===== src/rtl/ext_irq_pkg.sv =====
package ext_irq_pkg;

    // Sensitivity field encoding: {rise_sel, fall_sel}
    typedef enum logic [1:0] {
        SENSE_FALL_LOW = 2'b00,
        SENSE_FALL     = 2'b01,
        SENSE_RISE     = 2'b10,
        SENSE_BOTH     = 2'b11
    } sense_e;

    typedef enum logic {
        PEND_IDLE = 1'b0,
        PEND_HELD = 1'b1
    } pend_state_e;

    localparam int REG_W      = 8;
    localparam int STAT_BIT   = 7;
    localparam int RISE_BIT   = 6;
    localparam int FALL_BIT   = 5;
    localparam int EN_BIT     = 4;
    localparam int SPARE_W    = 4;

endpackage


===== src/rtl/irq_sync.sv =====
module irq_sync #(
    parameter int   STAGES    = 2,
    parameter logic RESET_VAL = 1'b1
) (
    input  logic clk,
    input  logic rst_n,
    input  logic pin_async,
    output logic pin_sync,
    output logic pin_sync_d
);

    logic [STAGES-1:0] chain;

    generate
        if (STAGES == 1) begin : g_single
            always_ff @(posedge clk or negedge rst_n) begin
                if (!rst_n) chain <= RESET_VAL;
                else        chain <= pin_async;
            end
        end else begin : g_multi
            always_ff @(posedge clk or negedge rst_n) begin
                if (!rst_n) chain <= {STAGES{RESET_VAL}};
                else        chain <= {chain[STAGES-2:0], pin_async};
            end
        end
    endgenerate

    always_ff @(posedge clk or negedge rst_n) begin
        if (!rst_n) pin_sync_d <= RESET_VAL;
        else        pin_sync_d <= chain[STAGES-1];
    end

    assign pin_sync = chain[STAGES-1];

endmodule


===== src/rtl/irq_detect.sv =====
module irq_detect
    import ext_irq_pkg::*;
(
    input  sense_e mode,
    input  logic   pin_sync,
    input  logic   pin_sync_d,
    output logic   hit,
    output logic   level_low
);

    logic fell, rose;

    always_comb begin
        fell      = pin_sync_d & ~pin_sync;
        rose      = ~pin_sync_d & pin_sync;
        level_low = 1'b0;
        hit       = 1'b0;
        unique case (mode)
            SENSE_FALL_LOW: begin
                hit       = fell;
                level_low = ~pin_sync;
            end
            SENSE_FALL: hit = fell;
            SENSE_RISE: hit = rose;
            SENSE_BOTH: hit = fell | rose;
        endcase
    end

endmodule


===== src/rtl/irq_cfg.sv =====
module irq_cfg
    import ext_irq_pkg::*;
(
    input  logic               clk,
    input  logic               rst_n,
    input  logic               cpu_imask,
    input  logic               reg_wr,
    input  logic [REG_W-1:0]   reg_wdata,
    output sense_e             mode,
    output logic               enable,
    output logic [SPARE_W-1:0] spare,
    output logic               flush
);

    logic   accept;
    sense_e new_mode;
    logic   unused_wbit;

    assign unused_wbit = reg_wdata[STAT_BIT];
    assign accept      = reg_wr & cpu_imask;
    assign new_mode    = sense_e'({reg_wdata[RISE_BIT], reg_wdata[FALL_BIT]});
    assign flush       = accept && (new_mode != mode);

    always_ff @(posedge clk or negedge rst_n) begin
        if (!rst_n) begin
            mode   <= SENSE_FALL_LOW;
            enable <= 1'b1;
        end else if (accept) begin
            mode   <= new_mode;
            enable <= reg_wdata[EN_BIT];
        end
    end

    always_ff @(posedge clk or negedge rst_n) begin
        if (!rst_n)      spare <= '0;
        else if (reg_wr) spare <= reg_wdata[SPARE_W-1:0];
    end

    a_r4_locked_when_unmasked: assert property (@(posedge clk) disable iff (!rst_n)
        (reg_wr && !cpu_imask) |=> ($stable(mode) && $stable(enable)));

endmodule


===== src/rtl/irq_pend_fsm.sv =====
module irq_pend_fsm
    import ext_irq_pkg::*;
(
    input  logic clk,
    input  logic rst_n,
    input  logic hit,
    input  logic ack,
    input  logic flush,
    output logic pending
);

    pend_state_e state, state_nx;

    always_ff @(posedge clk or negedge rst_n) begin
        if (!rst_n) state <= PEND_IDLE;
        else        state <= state_nx;
    end

    always_comb begin
        state_nx = state;
        unique case (state)
            PEND_IDLE: begin
                if (!flush && hit) state_nx = PEND_HELD;          // SET
            end
            PEND_HELD: begin
                if (flush)             state_nx = PEND_IDLE;      // FLUSH
                else if (ack && !hit)  state_nx = PEND_IDLE;      // ACK
            end
        endcase
    end

    assign pending = (state == PEND_HELD);

    a_r5_flush_clears: assert property (@(posedge clk) disable iff (!rst_n)
        flush |=> !pending);

    a_r7_ack_clears: assert property (@(posedge clk) disable iff (!rst_n)
        (ack && !hit && !flush) |=> !pending);

    a_r8_event_wins_ack: assert property (@(posedge clk) disable iff (!rst_n)
        (hit && !flush) |=> pending);

    a_r6_held_without_ack: assert property (@(posedge clk) disable iff (!rst_n)
        (pending && !ack && !flush) |=> pending);

endmodule


===== src/rtl/ext_irq_ctrl.sv =====
module ext_irq_ctrl
    import ext_irq_pkg::*;
#(
    parameter int SYNC_STAGES = 2
) (
    input  logic             clk,
    input  logic             rst_n,
    input  logic             irq_pin,
    input  logic             cpu_imask,
    input  logic             reg_wr,
    input  logic [REG_W-1:0] reg_wdata,
    output logic [REG_W-1:0] reg_rdata,
    input  logic             irq_ack,
    output logic             irq_req
);

    logic               pin_s, pin_sd;
    logic               hit, level_low, flush, pending, enable;
    sense_e             mode;
    logic [SPARE_W-1:0] spare;

    irq_sync #(.STAGES(SYNC_STAGES), .RESET_VAL(1'b1)) u_sync (
        .clk(clk), .rst_n(rst_n), .pin_async(irq_pin),
        .pin_sync(pin_s), .pin_sync_d(pin_sd)
    );

    irq_detect u_detect (
        .mode(mode), .pin_sync(pin_s), .pin_sync_d(pin_sd),
        .hit(hit), .level_low(level_low)
    );

    irq_cfg u_cfg (
        .clk(clk), .rst_n(rst_n), .cpu_imask(cpu_imask), .reg_wr(reg_wr),
        .reg_wdata(reg_wdata), .mode(mode), .enable(enable), .spare(spare),
        .flush(flush)
    );

    irq_pend_fsm u_fsm (
        .clk(clk), .rst_n(rst_n), .hit(hit), .ack(irq_ack), .flush(flush),
        .pending(pending)
    );

    assign irq_req   = (pending | level_low) & enable;
    assign reg_rdata = {pending, mode[1], mode[0], enable, spare};

    a_r10_gated_by_enable: assert property (@(posedge clk) disable iff (!rst_n)
        !enable |-> !irq_req);

    a_r7_level_follows_pin: assert property (@(posedge clk) disable iff (!rst_n)
        (enable && mode == SENSE_FALL_LOW && !pin_s) |-> irq_req);

endmodule


===== config.mk =====
export PLATFORM = sky130hd
export DESIGN_NAME = ext_irq_ctrl
export DESIGN_NICKNAME = d
export VERILOG_FILES = /design/src/rtl/ext_irq_pkg.sv /design/src/rtl/irq_sync.sv /design/src/rtl/irq_detect.sv /design/src/rtl/irq_cfg.sv /design/src/rtl/irq_pend_fsm.sv /design/src/rtl/ext_irq_ctrl.sv
export SDC_FILE = /design/constraint.sdc
export NUM_CORES = 1
export LEC_CHECK = 0
export ABC_CLOCK_PERIOD_IN_PS = 1370
export BUFFER_PORTS_ARGS = -buffer_cell sky130_fd_sc_hd__buf_2
export CAP_MARGIN = 20
export CELL_PAD_IN_SITES_DETAIL_PLACEMENT = 2
export CELL_PAD_IN_SITES_GLOBAL_PLACEMENT = 2
export CORE_MARGIN = 2
export CORE_UTILIZATION = 26
export CTS_CLUSTER_SIZE = 14
export DETAILED_ROUTE_END_ITERATION = 10
export PLACE_DENSITY_LB_ADDON = 0.1
export SKIP_LAST_GASP = 1
export SLEW_MARGIN = 20
export SYNTH_ARGS = -nofsm -noshare
export SYNTH_HDL_FRONTEND = slang
export SYNTH_SLANG_ARGS = --single-unit

===== constraint.sdc =====
create_clock -name clk -period 1.37 [get_ports clk]
set_input_delay 0.274 -clock clk [delete_from_list [all_inputs] [get_ports clk]]
set_output_delay 0.274 -clock clk [all_outputs]
set_load 0.01 [all_outputs]

==> results of run 1 <==
==> cell usage after synthesis (2+ instances only) <==
master    number
dfstp_2        4
inv_1          2
xnor2_1        2
ha_1           2
dfrtp_1        7
nand2b_1       2
mux2_4         3
buf_4          2
mux2_2         4
==> cell families (layout without fill, tap and decap cells) <==
family / Yosys count / count (layout) / synth area share [%]
adder cells (fa/ha/maj): 2 / 2 / 5.11
XOR/XNOR: 2 / 2 / 3.58
multiplexers: 7 / 7 / 18.4
AO/OA/AOI/OAI: 4 / 4 / 5.37
buffers and inverters: 4 / 32 / 4.60
flip-flops: 11 / 11 / 57.3
AND/OR/NAND/NOR: 5 / 5 / 5.63
==> cell type report <==
class,instances,area (um2),share of cell area (%)
inverters,2,7.51,1.07
clock inverters,1,5.00,0.713
multi-input cells,20,204,29.1
well taps,25,31.3,4.46
clock buffers,3,22.5,3.21
flip-flops and latches,11,283,40.3
repair buffers,26,149,21.2
==> power groups by stage <==
| stage | registers, mW | clock network, mW | logic (mW) |
|---|---|---|---|
| finish | 0.401 | 0.220 | 0.189 |
| global route | 0.408 | 0.254 | 0.210 |
| CTS | 0.406 | 0.238 | 0.172 |
| detailed placement | 0.411 | 0 | 0.166 |
| global placement | 0.402 | 0 | 0.158 |
| floorplan | 0.410 | 0 | 0.0934 |
==> state kept, by name (all words and copies together) (netlist names) <==
name and count:
u_cfg.enable 1, u_sync.pin_sync_d 1, u_sync.chain 2, u_cfg.spare 4, u_cfg.mode 2, u_fsm.pending 1
==> routing by layer <==
layer | GRT usage [%] | vias to the layer above
li1 | - | 172
met1 | 14.2 | 182
met2 | 23.8 | 12
met3 | 2.31 | 0
met4 | 8.33 | 0
met5 | 0 | -
==> repair_timing <==
item,4_1_cts,5_1_grt
setup endpoints to repair,1,2
hold buffers,1,0
resized for setup,2,4
endpoints found under the hold margin,7,0
setup buffers,1,3
pin swaps,0,3
cloned,0,0
==> worst max-delay path by stage <==
stage / from / endpoint / slack, ps / cells past startpoint
6_report: u_sync.chain[1] / irq_req / -70 / 3
2_1_floorplan: u_sync.chain[1] / u_fsm.pending / 190 / 5
4_1_cts: u_sync.chain[1] / irq_req / -80 / 3
3_5_place_dp: u_sync.chain[1] / u_fsm.pending / 70 / 5
3_3_place_gp: u_sync.chain[1] / u_fsm.pending / 120 / 5
5_1_grt: u_sync.chain[1] / irq_req / -130 / 3
==> metrics by stage <==
| stage | cell area, um2 | instances | hold slack, ps | total power [mW] |
|---|---|---|---|---|
| 2_1_floorplan | 489 | 35 | -21.6 | 0.504 |
| 3_3_place_gp | 611 | 79 | 147 | 0.560 |
| 3_5_place_dp | 611 | 79 | 155 | 0.576 |
| 4_1_cts | 662 | 85 | 81.2 | 0.817 |
| 5_1_grt | 702 | 88 | 74.9 | 0.872 |
| 6_report | 702 | 88 | 98.6 | 0.810 |
==> critical path, cell delays in order (launching register included) <==
cell,delay (ps)
dfstp_2,560
nor3_2,50
o21a_1,160
buf_2,130
==> impl_metrics.json, run 1 <==
{
  "outcome": "finished, violations left",
  "failed_checks": "negative setup slack",
  "fp.dieH_um": 47.4,
  "setup_ws_ps": -70.7,
  "ctsHtreeMaxLevel": 1,
  "antenna_found_initial": 0,
  "r2r_cells": 7,
  "rsz0062_at_grt": "yes",
  "clock_skew_ps": 2.96,
  "clock-sinks": 11,
  "m1WireLength_um": 462,
  "min_path_type": "input port to register",
  "p_seq_share_pct": 49.5,
  "endpoint_kind": "output port",
  "hold_violations": 0,
  "postSynthCellCount": 35,
  "required_ps": 1100,
  "hold_end": "u_sync.chain[0]",
  "wl_met2_um": 742,
  "drc": 0,
  "path_clk_slew_ps": 70,
  "areaGrowthSynthToFinish_pct": 43.5,
  "final_max_slew_viol_count": 0,
  "power.leakage_nw": 0.338,
  "layout.nets": 80,
  "start_util_pct": 28.0,
  "worstMarginPinSlew_ps": 258,
  "finalCritPeriodShare_pct": 105,
  "synth_area_leader_cell": "dfrtp_1",
  "diodes": 0,
  "maxCapViolCount": 0,
  "numCtsBuffers": 3,
  "num_io_pins": 23,
  "grt_pass1_vias": 391,
  "utilization_pct": 40.2,
  "setup_viol": 2,
  "drtIter0Drc": 1,
  "cp_max_fo": 2,
  "dr_wl_met3_um": 54,
  "design.core.area_um2": 1750,
  "dr.pass1.iters": 2,
  "power_density_nw_per_um2": 1150,
  "hold_path_depth": 1,
  "clkLatencyLatePin_ps": 270,
  "yosysTopAreaCellShare_pct": 35.8,
  "cts_tree": "built",
  "dieArea_um2": 2240,
  "switching_share_pct": 28.1,
  "synth_top_cells_by_area": "dfrtp_1, dfstp_2, mux2_2",
  "r2r-start": "u_sync.chain[1]",
  "track_usage_pct": 13.3,
  "crit_path_start_kind": "register",
  "irDropWorstVdd_mv": 0.510,
  "overflow": 0,
  "grt_max_degree": 12,
  "synth_edf_count": 0,
  "min_period_ps": 1440,
  "min_from": "irq_pin",
  "fillers": 201,
  "synth_area_um2": 489,
  "clkPwrFrac_pct": 27.1,
  "synthFlopType": "dfrtp_1",
  "path_class": "register to output port",
  "gp_congestion": 0.676,
  "pwr-share-comb_pct": 23.4,
  "vias": 366,
  "p_int_mw": 0.582,
  "ff2ff_setup_slack_ps": -30,
  "synth_seq_cells": 11,
  "mostFrequentLayoutCells": "buf_2, dfrtp_1, mux2_2, dfstp_2",
  "route.detailed.vias_per_inst": 4.16,
  "max_freq_ghz": 0.694,
  "synth_warnings": 0,
  "syn-mean-instance-area_um2": 14.0,
  "die_x_um": 47.4,
  "port_buffers": 21,
  "async_flop_share_pct": 100,
  "layout_commonest_cell": "buf_2",
  "crit_arrival_ps": 1170,
  "place_ws_ps": 65.7,
  "core.rowCount": 15,
  "routed_wl_mm": 1.26,
  "ant_nets": 0,
  "seq_area_frac_synth_pct": 57.3,
  "layout-drive-gt1-share_pct": 73.0,
  "clockRootBuffer": "clkbuf_4",
  "top_layer_used": "met3",
  "synthesis.nets": 51,
  "setup_tns_ps": -98.8,
  "switchingPower_mw": 0.228,
  "rr_endpoint": "u_fsm.pending",
  "slew-limit-headroom_pct": 82.8,
  "cts_buffer_depth": 2,
  "grt_pass1_wl_mm": 1.90,
  "avgRoutedWirePerCell_um": 14.3,
  "ys_types": 16
}
Note: power is estimated with default switching activity, not from simulation.
==> run 2: changes to the inputs <==
--- a/config.mk
+++ b/config.mk
@@ -6,7 +6,7 @@
 export NUM_CORES = 1
 export LEC_CHECK = 0
 export ABC_CLOCK_PERIOD_IN_PS = 1370
-export BUFFER_PORTS_ARGS = -buffer_cell sky130_fd_sc_hd__buf_2
+export BUFFER_PORTS_ARGS = -buffer_cell sky130_fd_sc_hd__buf_4
 export CAP_MARGIN = 20
 export CELL_PAD_IN_SITES_DETAIL_PLACEMENT = 2
 export CELL_PAD_IN_SITES_GLOBAL_PLACEMENT = 2
==> constraint.sdc (replaced) <==
create_clock -name clk -period 1.37 [get_ports clk]
set_input_delay 0.274 -clock clk [delete_from_list [all_inputs] [get_ports clk]]
set_output_delay 0.274 -clock clk [all_outputs]
set_load 0.005 [all_outputs]
==> impl_metrics.json, run 2 (synthesis gave the netlist of run 1 again) <==
{
  "clockRootBuffer": "clkbuf_4",
  "setup_viol": 2,
  "cts_buffer_depth": 2,
  "layout-drive-gt1-share_pct": 63.9,
  "ant_nets": 0,
  "max_flop_register": "u_cfg.spare",
  "cts_tree": "built",
  "dieArea_um2": 2240,
  "power_density_nw_per_um2": 1120,
  "design.core.area_um2": 1750,
  "rsz0062_at_grt": "yes",
  "ff2ff_setup_slack_ps": -10,
  "avgRoutedWirePerCell_um": 13.0,
  "layout_commonest_cell": "buf_4",
  "port_buffers": 21,
  "finalCritPeriodShare_pct": 104,
  "irDropWorstVdd_mv": 0.437,
  "diodes": 0,
  "r2r_cells": 6,
  "grt_pass1_vias": 394,
  "dr.pass1.iters": 1,
  "crit_arrival_ps": 1150,
  "r2r-start": "u_sync.chain[1]",
  "setup_ws_ps": -57.5,
  "final_max_slew_viol_count": 0,
  "utilization_pct": 41.2,
  "core.rowCount": 15,
  "die_x_um": 47.4,
  "largest_reg_flops": 4,
  "min_path_type": "input port to register",
  "min_from": "irq_pin",
  "maxCapViolCount": 0,
  "mostFrequentLayoutCells": "buf_4, dfrtp_1, mux2_2, dfstp_2",
  "routed_wl_mm": 1.12,
  "drtIter0Drc": 0,
  "layout.nets": 78,
  "grt_pass1_wl_mm": 1.76,
  "hold_path_depth": 1,
  "dp_cells": 79,
  "hold_violations": 0,
  "numCtsBuffers": 3,
  "largestRegisters": "u_cfg.spare x4, u_cfg.mode x2, u_sync.chain x2",
  "min_period_ps": 1430,
  "path_clk_slew_ps": 70,
  "areaGrowthSynthToFinish_pct": 47.1,
  "fillers": 191,
  "slowest_delay_ps": 550,
  "path_cells": "nor3_2, o21a_1, buf_4",
  "power.leakage_nw": 0.345,
  "start_util_pct": 28.0,
  "route.detailed.vias_per_inst": 4.17,
  "grt_max_degree": 12,
  "crit_path_start_kind": "register",
  "antenna_found_initial": 0,
  "endpoint_kind": "output port",
  "rr_endpoint": "u_fsm.pending",
  "track_usage_pct": 12.0,
  "fp.dieH_um": 47.4,
  "cpMaxStageDelayCell": "dfstp_2",
  "worstMarginPinSlew_ps": 225,
  "ctsHtreeMaxLevel": 1,
  "clkLatencyLatePin_ps": 260,
  "max_freq_ghz": 0.701,
  "p_total_mw": 0.804,
  "outcome": "finished, violations left",
  "finalNonFillerCells": 86,
  "final_area_um2": 719,
  "gp_congestion": 0.700,
  "vias": 359,
  "drc": 0,
  "clock_skew_ps": 1.98,
  "place_ws_ps": 50.0,
  "placed_cell_area_um2": 663,
  "required_ps": 1100,
  "hold_end": "u_sync.chain[0]",
  "overflow": 0,
  "path_class": "register to output port",
  "slew-limit-headroom_pct": 85.0,
  "failed_checks": "negative setup slack",
  "clock-sinks": 11,
  "cp_max_fo": 3,
  "num_io_pins": 23
}
[run 2: critical path, delay by kind of cell, from the launching register on]
family / cells / cell delay (ps)
AO/OA/AOI/OAI: 1 / 170
flip-flops: 1 / 550
buffers and inverters: 1 / 130
AND/OR/NAND/NOR: 1 / 50
[run 2: what timing repair did]
| item | 4_1_cts | 5_1_grt |
|---|---|---|
| cloned | 0 | 0 |
| hold buffers | 1 | 0 |
| setup buffers | 2 | 0 |
| setup endpoints to repair | 1 | 2 |
| hold endpoints to repair | 7 | 0 |
| resized for setup | 1 | 0 |
[run 2: cell type report]
type | instances | area (um2) | share of cell area, %
Multi-Input combinational cell | 20 | 191 | 26.6
Sequential cell | 11 | 280 | 39.0
Timing Repair Buffer | 24 | 183 | 25.4
Clock buffer | 4 | 26.3 | 3.65
Inverter | 2 | 7.51 | 1.04
Tap cell | 25 | 31.3 | 4.35
[run 2: how the worst max path moves through the flow]
stage                               start       endpoint  slack [ps]  cells after the start
after floorplan           u_sync.chain[1]  u_fsm.pending         190                      5
after global placement    u_sync.chain[1]  u_fsm.pending         120                      5
after detailed placement  u_sync.chain[1]  u_fsm.pending          50                      5
after CTS                 u_sync.chain[1]        irq_req         -80                      3
after global routing      u_sync.chain[1]        irq_req        -140                      3
final                     u_sync.chain[1]        irq_req         -60                      3
[run 2: stage by stage]
stage | setup TNS [ps] | hold WS, ps
after floorplan | 0 | -21.6
after global placement | 0 | 111
after detailed placement | 0 | 116
after CTS | -117 | 105
after global routing | -261 | 86.9
final | -71.1 | 116
[run 2: power by group]
group | total [mW] | leakage, nW | switching [mW] | internal, mW
sequential | 0.403 | 0.125 | 0.0354 | 0.368
clock | 0.219 | 0.0150 | 0.106 | 0.112
combinational | 0.182 | 0.205 | 0.0591 | 0.123
total | 0.804 | 0.345 | 0.201 | 0.603
[run 2: layer usage]
layer,track usage (%),share of wire (%),up-vias
met5,0,0,-
met4,5.00,0,0
met3,5.38,5.6,0
met2,19.2,54,12
met1,14.0,40,176
li1,-,-,171
==> run 3: changes to the inputs <==
--- a/config.mk
+++ b/config.mk
@@ -6,14 +6,15 @@
 export NUM_CORES = 1
 export LEC_CHECK = 0
 export ABC_CLOCK_PERIOD_IN_PS = 1370
-export BUFFER_PORTS_ARGS = -buffer_cell sky130_fd_sc_hd__buf_4
 export CAP_MARGIN = 20
 export CELL_PAD_IN_SITES_DETAIL_PLACEMENT = 2
 export CELL_PAD_IN_SITES_GLOBAL_PLACEMENT = 2
 export CORE_MARGIN = 2
-export CORE_UTILIZATION = 26
+export CORE_UTILIZATION = 34
 export CTS_CLUSTER_SIZE = 14
 export DETAILED_ROUTE_END_ITERATION = 10
+export DONT_BUFFER_PORTS = 1
+export GPL_TIMING_DRIVEN = 0
 export PLACE_DENSITY_LB_ADDON = 0.1
 export SKIP_LAST_GASP = 1
 export SLEW_MARGIN = 20
==> impl_metrics.json, run 3 (synthesis gave the netlist of run 1 again) <==
{
  "vias": 294,
  "layout-drive-gt1-share_pct": 50.0,
  "place_ws_ps": 80.9,
  "track_usage_pct": 13.6,
  "finalCritPeriodShare_pct": 98.8,
  "numCtsBuffers": 3,
  "min_path_type": "input port to register",
  "endpoint_kind": "output port",
  "start_util_pct": 37.1,
  "port_buffers": 0,
  "crit_path_start_kind": "register",
  "maxCapViolCount": 0,
  "layout.nets": 59,
  "slowest_delay_ps": 470,
  "crit_arrival_ps": 1080,
  "ant_nets": 0,
  "path_class": "register to output port",
  "power.leakage_nw": 0.251,
  "power_density_nw_per_um2": 1280,
  "layout_commonest_cell": "dfrtp_1",
  "overflow": 0,
  "outcome": "complete, no violations",
  "clkLatencyLatePin_ps": 270,
  "grt_max_degree": 12,
  "utilization_pct": 44.1,
  "largest_reg_flops": 4,
  "grt_pass1_wl_mm": 1.63,
  "critPathTopFamily": "flip-flops",
  "slew-limit-headroom_pct": 68.3,
  "diodes": 0,
  "irDropWorstVdd_mv": 0.524,
  "p_total_mw": 0.740,
  "ff2ff_setup_slack_ps": 110,
  "max_freq_ghz": 0.739,
  "cp.buffers_inverters": 0,
  "ctsHtreeMaxLevel": 1,
  "cpMaxStageDelayCell": "dfrtp_2",
  "fillers": 126,
  "num_io_pins": 23,
  "grt_pass1_vias": 330,
  "clockRootBuffer": "clkbuf_4",
  "r2r-start": "u_sync.chain[1]",
  "fp.dieH_um": 41.9,
  "hold_violations": 0,
  "antenna_found_initial": 0,
  "critPathLaunch": "u_cfg.mode[0]",
  "areaGrowthSynthToFinish_pct": 18.7,
  "cts_tree": "built",
  "path_cells": "nor3_2, o21a_1",
  "rsz0062_at_grt": "yes",
  "clock_skew_ps": 4.25,
  "largestRegisters": "u_cfg.spare x4, u_cfg.mode x2, u_sync.chain x2",
  "dieArea_um2": 1760,
  "min_period_ps": 1350,
  "setup_ws_ps": 16.5,
  "gp_congestion": 0.642,
  "cts_buffer_depth": 2,
  "cp_max_fo": 6,
  "drtIter0Drc": 2,
  "routed_wl_um": 999,
  "worstMarginPinSlew_ps": 474,
  "drc": 0,
  "min_from": "reg_wdata[4]",
  "multi_input_area_um2": 204,
  "design.core.area_um2": 1320,
  "max_flop_register": "u_cfg.spare",
  "avgRoutedWirePerCell_um": 17.5,
  "final_max_slew_viol_count": 0,
  "dr.pass1.iters": 2,
  "path_clk_slew_ps": 70,
  "core.rowCount": 13,
  "route.detailed.vias_per_inst": 5.16,
  "die_x_um": 41.9,
  "seq_area_um2": 282,
  "setup_viol": 0,
  "mostFrequentLayoutCells": "dfrtp_1, mux2_2, dfstp_2",
  "required_ps": 1100,
  "clock-sinks": 11
}
## run 3: changes by cell type in the layout (fill, tap and decap cells not counted), sizes merged
cell / before / now
buf: 23 / 3
dlygate4sd3: 1 / 2
## run 3: through the flow
stage,hold WS (ps),setup TNS (ps),instances,instance area [um2]
after global placement,-21.2,0,50,508
after CTS,150,-8.14,56,561
after detailed placement,-21.3,0,50,508
final,149,0,57,581
after floorplan,-21.6,0,35,489
after global routing,141,-27.0,57,581
## run 3: worst paths after layout
| check | cells past startpoint | to |
|---|---|---|
| hold / removal | 1 | u_cfg.enable |
| min in group asynchronous | 1 | u_fsm.pending |
| setup / recovery | 2 | irq_req |
| hold reg to reg | 0 | u_sync.chain[1] |
| setup reg to reg | 5 | u_fsm.pending |
| max in group asynchronous | 1 | u_sync.pin_sync_d |
## run 3: timing repair
| item | 4_1_cts | 5_1_grt |
|---|---|---|
| hold buffers | 2 | 0 |
| buffers inserted | 0 | 1 |
| endpoints found under the setup margin | 1 | 2 |
| resized for setup | 2 | 1 |
| pin swaps | 0 | 2 |
| hold endpoints to repair | 12 | 0 |
## run 3: layout make-up
| type | instances | area share, % |
|---|---|---|
| buffer | 2 | 2.59 |
| clock buffer | 4 | 4.53 |
| inverter | 2 | 1.29 |
| multi-input combinational | 20 | 35.1 |
| sequential | 11 | 48.5 |
| tap | 15 | 3.23 |
| timing repair buffer | 3 | 4.74 |
## run 3: per-layer routing
| metal | part of all wire (%) | routed length [um] | track usage (%) |
|---|---|---|---|
| met5 | 0 | 0 | 0 |
| met3 | 9.1 | 91 | 8.26 |
| met1 | 35 | 350 | 12.9 |
| met4 | 3.4 | 34 | 9.68 |
| met2 | 52 | 523 | 21.6 |
## run 3: where the power goes
group          internal (mW)  switching [mW]
sequential             0.369          0.0424
clock                  0.113           0.104
combinational         0.0727          0.0397
